$ cat config.mk
export PLATFORM = sky130hd
export DESIGN_NAME = seg_rule_eval
export DESIGN_NICKNAME = d
export VERILOG_FILES = /design/src/rtl/seg_chk_pkg.sv /design/src/rtl/seg_rule_eval.sv
export SDC_FILE = /design/constraint.sdc
export NUM_CORES = 1
export LEC_CHECK = 0
export ABC_AREA = 1
export CAP_MARGIN = 10
export CORE_MARGIN = 4
export CORE_UTILIZATION = 33
export DETAILED_ROUTE_END_ITERATION = 12
export PLACE_DENSITY = 0.87
export SLEW_MARGIN = 20
export SYNTH_ARGS = -nofsm -noshare
export SYNTH_HDL_FRONTEND = slang
export SYNTH_SLANG_ARGS = --single-unit
$ cat constraint.sdc
create_clock -name vclk -period 1.9
set_clock_uncertainty 0.1 [all_clocks]
set_input_delay 0.285 -clock vclk [all_inputs]
set_output_delay 0.285 -clock vclk [all_outputs]
set_load 0.01 [all_outputs]
$ cat src/rtl/seg_chk_pkg.sv
package seg_chk_pkg;
    localparam logic [1:0] KIND_DATA  = 2'd0;
    localparam logic [1:0] KIND_STACK = 2'd1;
    localparam logic [1:0] KIND_CODE  = 2'd2;

    typedef enum logic [1:0] {
        FLT_NONE   = 2'd0,
        FLT_GP     = 2'd1,
        FLT_STACK  = 2'd2,
        FLT_ABSENT = 2'd3
    } flt_e;

    typedef struct packed {
        logic       present;
        logic [1:0] dpl;
        logic       nonsys;
        logic       exec;
        logic       conform;
        logic       rw;
        logic       touched;
    } access_t;

    typedef struct packed {
        logic [31:0] base;
        logic [31:0] limit;
        logic        big;
        access_t     acc;
    } desc_t;
endpackage

$ cat src/rtl/seg_rule_eval.sv
module seg_rule_eval
    import seg_chk_pkg::*;
(
    input  logic [1:0]  kind_i,
    input  logic [15:0] sel_i,
    input  logic [1:0]  cpl_i,
    input  access_t     acc_i,
    output flt_e        flt_o,
    output logic [15:0] err_o
);
    logic [1:0] rpl;

    always_comb begin
        rpl   = sel_i[1:0];
        flt_o = FLT_NONE;
        unique case (kind_i)
            KIND_STACK: begin
                if (!acc_i.nonsys || acc_i.exec || !acc_i.rw ||
                    (rpl != cpl_i) || (rpl != acc_i.dpl))
                    flt_o = FLT_GP;
                else if (!acc_i.present)
                    flt_o = FLT_STACK;
            end
            KIND_CODE: begin
                if (!acc_i.nonsys)
                    flt_o = FLT_GP;
                else if (!acc_i.present)
                    flt_o = FLT_ABSENT;
                else if (!acc_i.exec)
                    flt_o = FLT_GP;
                else if (acc_i.conform ? (acc_i.dpl > cpl_i)
                                       : ((rpl > cpl_i) || (cpl_i != acc_i.dpl)))
                    flt_o = FLT_GP;
            end
            default: begin
                if (!acc_i.nonsys)
                    flt_o = FLT_GP;
                else if ((rpl > acc_i.dpl) || (cpl_i > acc_i.dpl))
                    flt_o = FLT_GP;
                else if (!acc_i.present)
                    flt_o = FLT_ABSENT;
            end
        endcase
        err_o = (flt_o == FLT_NONE) ? 16'h0000 : sel_i;
    end
endmodule

# Word-level counts from Yosys, hierarchy flattened
# Cells that the tools add are included.
classes:
  order_cmp: 4
  eq_ne: 5
  muxes: 12
  n_reduce_logical: 9
ops:
  columns: ["cell", "count"]
  rows:
  - ["16-bit two-way mux", 1]
  - ["2-bit two-way mux", 7]
  - ["2-bit greater-than comparator", 4]
  - ["1-bit logical OR", 6]
  - ["2-bit inequality test", 3]
  - ["2-bit one-hot mux with 2 select lines", 1]
  - ["1-bit two-way mux", 3]
  - ["2-bit by 1-bit == test with 1-bit output (second input constant)", 1]
  - ["2-bit == test (second input constant)", 1]
  - ["1-bit logical NOT", 2]
  - ["2-bit logical NOT", 1]
word_totals:
  regBits: 0
  inputBits: 28
  out_inout_bits: 18
  word_cells: 30

# Longest topological paths before layout
logic_depth:
  ltp_word: 10
  depth_mapped: 16
  ltp_nobuf: 15

# Worst setup path after synthesis
# No wires, ideal clock.
synth_path:
  kind: "input port to output port"
  startpoint: "input port acc_i[6] (netlist name)"
  endpoint: "output port err_o[10]"
  arrival_time_ps: 1472
  t_required_ps: 1515
  path_slack_ps: 43
  stages: 11
  path_buffers: 1
  path_cell_list: "inv_1 ha_1 nand2_2 nor3_2 nand2_1 a21oi_2 nand2_2 nand3_4 buf_12 nand2_2 inv_1"
synth_via:
  elab_chain_cells: 10
synth_rtl:
  columns: ["element", "line_no", "text"]
  rows:
  - ["start: declaration", "seg_rule_eval.sv:7", "input access_t acc_i,"]
  - ["2-bit inequality test", "seg_rule_eval.sv:32", ": ((rpl > cpl_i) || (cpl_i != acc_i.dpl)))"]
  - ["1-bit logical OR", "seg_rule_eval.sv:32", null]
  - ["1-bit two-way mux (2 in a row)", "seg_rule_eval.sv:31", "else if (acc_i.conform ? (acc_i.dpl > cpl_i)"]
  - ["1-bit two-way mux", "seg_rule_eval.sv:29", "else if (!acc_i.exec)"]
  - ["2-bit two-way mux", "seg_rule_eval.sv:27", "else if (!acc_i.present)"]
  - ["2-bit two-way mux", "seg_rule_eval.sv:25", "if (!acc_i.nonsys)"]
  - ["2-bit one-hot mux with 2 select lines *", "seg_rule_eval.sv:16", "unique case (kind_i)"]
  - ["2-bit logical NOT *", "seg_rule_eval.sv:44", "err_o = (flt_o == FLT_NONE) ? 16'h0000 : sel_i;"]
  - ["16-bit two-way mux *", "seg_rule_eval.sv:44", null]
  - ["end: declaration", "seg_rule_eval.sv:9", "output logic [15:0] err_o"]
# Mark *: on every way between the ends. The rest lies on a longest branch, timed or not.

# Worst setup path after layout
layout_path:
  startpoint: "input port cpl_i[1]"
  endpoint: "output port err_o[1]"
layout_via:
  elab_chain_cells: 10
layout_rtl:
  columns: ["element", "line_no", "text"]
  rows:
  - ["start: declaration", "seg_rule_eval.sv:6", "input logic [1:0] cpl_i,"]
  - ["2-bit greater-than comparator or 2-bit inequality test (tied branches)", "seg_rule_eval.sv:32", null]
  - ["1-bit logical OR", "seg_rule_eval.sv:32", null]
  - ["1-bit two-way mux (2 in a row)", "seg_rule_eval.sv:31", null]
  - ["1-bit two-way mux", "seg_rule_eval.sv:29", null]
  - ["2-bit two-way mux", "seg_rule_eval.sv:27", null]
  - ["2-bit two-way mux", "seg_rule_eval.sv:25", null]
  - ["2-bit one-hot mux with 2 select lines *", "seg_rule_eval.sv:16", null]
  - ["2-bit logical NOT *", "seg_rule_eval.sv:44", null]
  - ["16-bit two-way mux *", "seg_rule_eval.sv:44", null]
# Marks and branches as above.

==> qor.yml <==
synthCells: 92
fp.dieH_um: 48
cp-end-kind: "primary output"
netlist_area_um2: 528.0
die_w_um: 48
syn-num-nets: 128
cp_slowest_cell: "ha_4"
gp_congestion: 0.7132
hold_end: "err_o[0]"
p_sw_frac: 0.4861
finalNetCount: 187
area_growth_pct: 145.0
first_global_vias: 765
tightestPinTransition_ns: 0.2216
cp.required_ns: 1.51
hp-class: "in -> out"
multiInputGateArea_um2: 591.8
synth_cell_type_count: 17
rsz0062_at_grt: "true"
crit_type: "in -> out"
diodes: 0
drc: 0
path_common_cell: "nand2_2"
fin_ws_ns: -0.3165
die_area_um2: 2304
power.switching_mw: 0.2335
critical-path-max-stage-delay_ns: 0.27
slew_violations: 0
sequentialPowerShare: 0
drive_gt1_frac: 0.6779
via_count: 798
ctsHoldBuffers: 0
pwr-share-comb: 1.000
final-hold-violation-count: 0
wl_per_cell_um: 16.30
fp-row-count: 14
viasPerCell: 4.836
register_area_um2: 0
coreArea_um2: 1506
ys_seq_area_frac: 0
period_minus_slack_ns: 2.216
grt_use_total: 0.1886
violations: "negative setup slack"
grt_pass1_wl_um: 3118
p_leak_nw: 0.7121
setup_viol_count_final: 17
status: "finished, violations left"
antenna_found_initial: 0
worstSetupStartpointType: "input pin"
seq_cells: 0
initial_core_util: 0.3505
arrival_ns: 1.83
internal_power_mw: 0.2469
path_buf_inv: 5
worstPathCellList: "buf_8 -> inv_4 -> ha_4 -> nand2_4 -> nor3_2 -> nand2_1 -> a21oi_2 -> nand2_2 -> nand3_4 -> buf_12 -> nand2_2 -> inv_1 -> buf_2"
fill_cells: 70
fin_tns_setup_ns: -4.216
power_frac_clock: 0
final.clkbuf_count: 0
overflow: 0
stdcell_count: 165
crit_start: "cpl_i[1]"
layout_worst_path_cycle_share: 1.167
hold_path_depth: 4
slew_headroom: 0.8517
final_antenna_net_count: 0
power.density_nw_per_um2: 371.4
critPathTopFamily: "simple AND/OR/NAND/NOR gates"
totalWireLength_um: 2690
yosysWarnings: 0
cp_max_fo: 7
drtIter0Drc: 8
post-dp-hpwl_um: 1356
fmax_mhz: 451.2
min_from: "sel_i[0]"
vdd_ir_drop_max_v: 0.0002024
grt_max_degree: 9
pin_count: 46
synth_area_per_cell_um2: 5.739
first_pass_iters: 4
dp.cells: 157
maxCapViolations: 0
portBuffers: 45
## area by class of cell
cell class         count  share of cell area
multi-input cells     59              0.4574
repair buffers        57              0.4217
inverters             33              0.1054
well taps             16             0.01547
## kinds of logic (layout without fill, tap and decap cells)
logic type,Yosys count,count (layout),synth area share
fa+ha+maj,8,8,0.1896
buf+inv,34,90,0.2725
simple gates,45,46,0.4503
compound gates,5,5,0.08769
## how the worst max path moves through the flow
| stage | end | slack, ns | cells past startpoint |
|---|---|---|---|
| 2_1_floorplan | err_o[10] | 0.04 | 11 |
| 3_3_place_gp | err_o[0] | -0.98 | 12 |
| 3_5_place_dp | err_o[0] | -1.02 | 12 |
| 4_1_cts | err_o[5] | -0.24 | 13 |
| 5_1_grt | err_o[7] | -0.36 | 12 |
| 6_report | err_o[1] | -0.32 | 13 |
## synth_stat cells (all sizes together)
| library cell | instances | area, µm² |
|---|---|---|
| or2 | 1 | 8.760 |
| nor2 | 1 | 6.260 |
| o21ai | 2 | 25.03 |
| nor3 | 1 | 10.01 |
| inv | 33 | 123.9 |
| nand2 | 38 | 175.2 |
| o31ai | 1 | 7.510 |
| ha | 8 | 100.1 |
| nand3 | 4 | 37.54 |
| buf | 1 | 20.02 |
| a21oi | 2 | 13.76 |
## cell usage in the layout (no fill, tap or decap), types with 2 or more instances in the layout
cell type and n:
ha_4 7, buf_6 16, a21oi_2 2, nand2_2 20
buf_8 3, nand3_1 2, buf_2 10, inv_2 14
buf_4 7, clkdlybuf4s50_1 16, dlygate4sd2_1 3, nand3_4 3
inv_1 16, inv_4 2, nand2_4 8, nand2_1 10
## what timing repair did
| action | CTS | global route |
|---|---|---|
| endpoints found under the setup margin | 18 | 18 |
| pin swaps | 25 | 20 |
| buffers inserted | 7 | 0 |
| gates cloned | 1 | 0 |
| gates resized for setup | 156 | 31 |
## through the flow
stage	setup slack [ns]	power [mW]	instance area, µm²	util	hold WS [ns]
2_1_floorplan	0.04321	0.1650	528.0	-	0.5525
3_3_place_gp	-0.9772	0.3155	1016	0.6744	1.423
3_5_place_dp	-1.021	0.3223	1016	0.6744	1.420
4_1_cts	-0.2394	0.4113	1192	0.7915	0.7668
5_1_grt	-0.3574	0.5118	1294	0.8588	0.7523
6_report	-0.3165	0.4804	1294	0.8588	0.7386
## power by group through the flow
stage	registers (mW)	clock network, mW	logic (mW)
after global routing	0	0	0.512
after detailed placement	0	0	0.322
after CTS	0	0	0.411
after global placement	0	0	0.315
after floorplan	0	0	0.165
final	0	0	0.480
## layer usage
metal  wire, µm  share of wire  GRT usage  vias to the layer above
met5          0              0          0                        -
met4         89          0.033    0.05376                        0
met3        302           0.11    0.04135                       10
met2       1269           0.47     0.3905                       51
met1       1028           0.38     0.1783                      360
li1           -              -          -                      377
(Power assumes the default switching activity.)
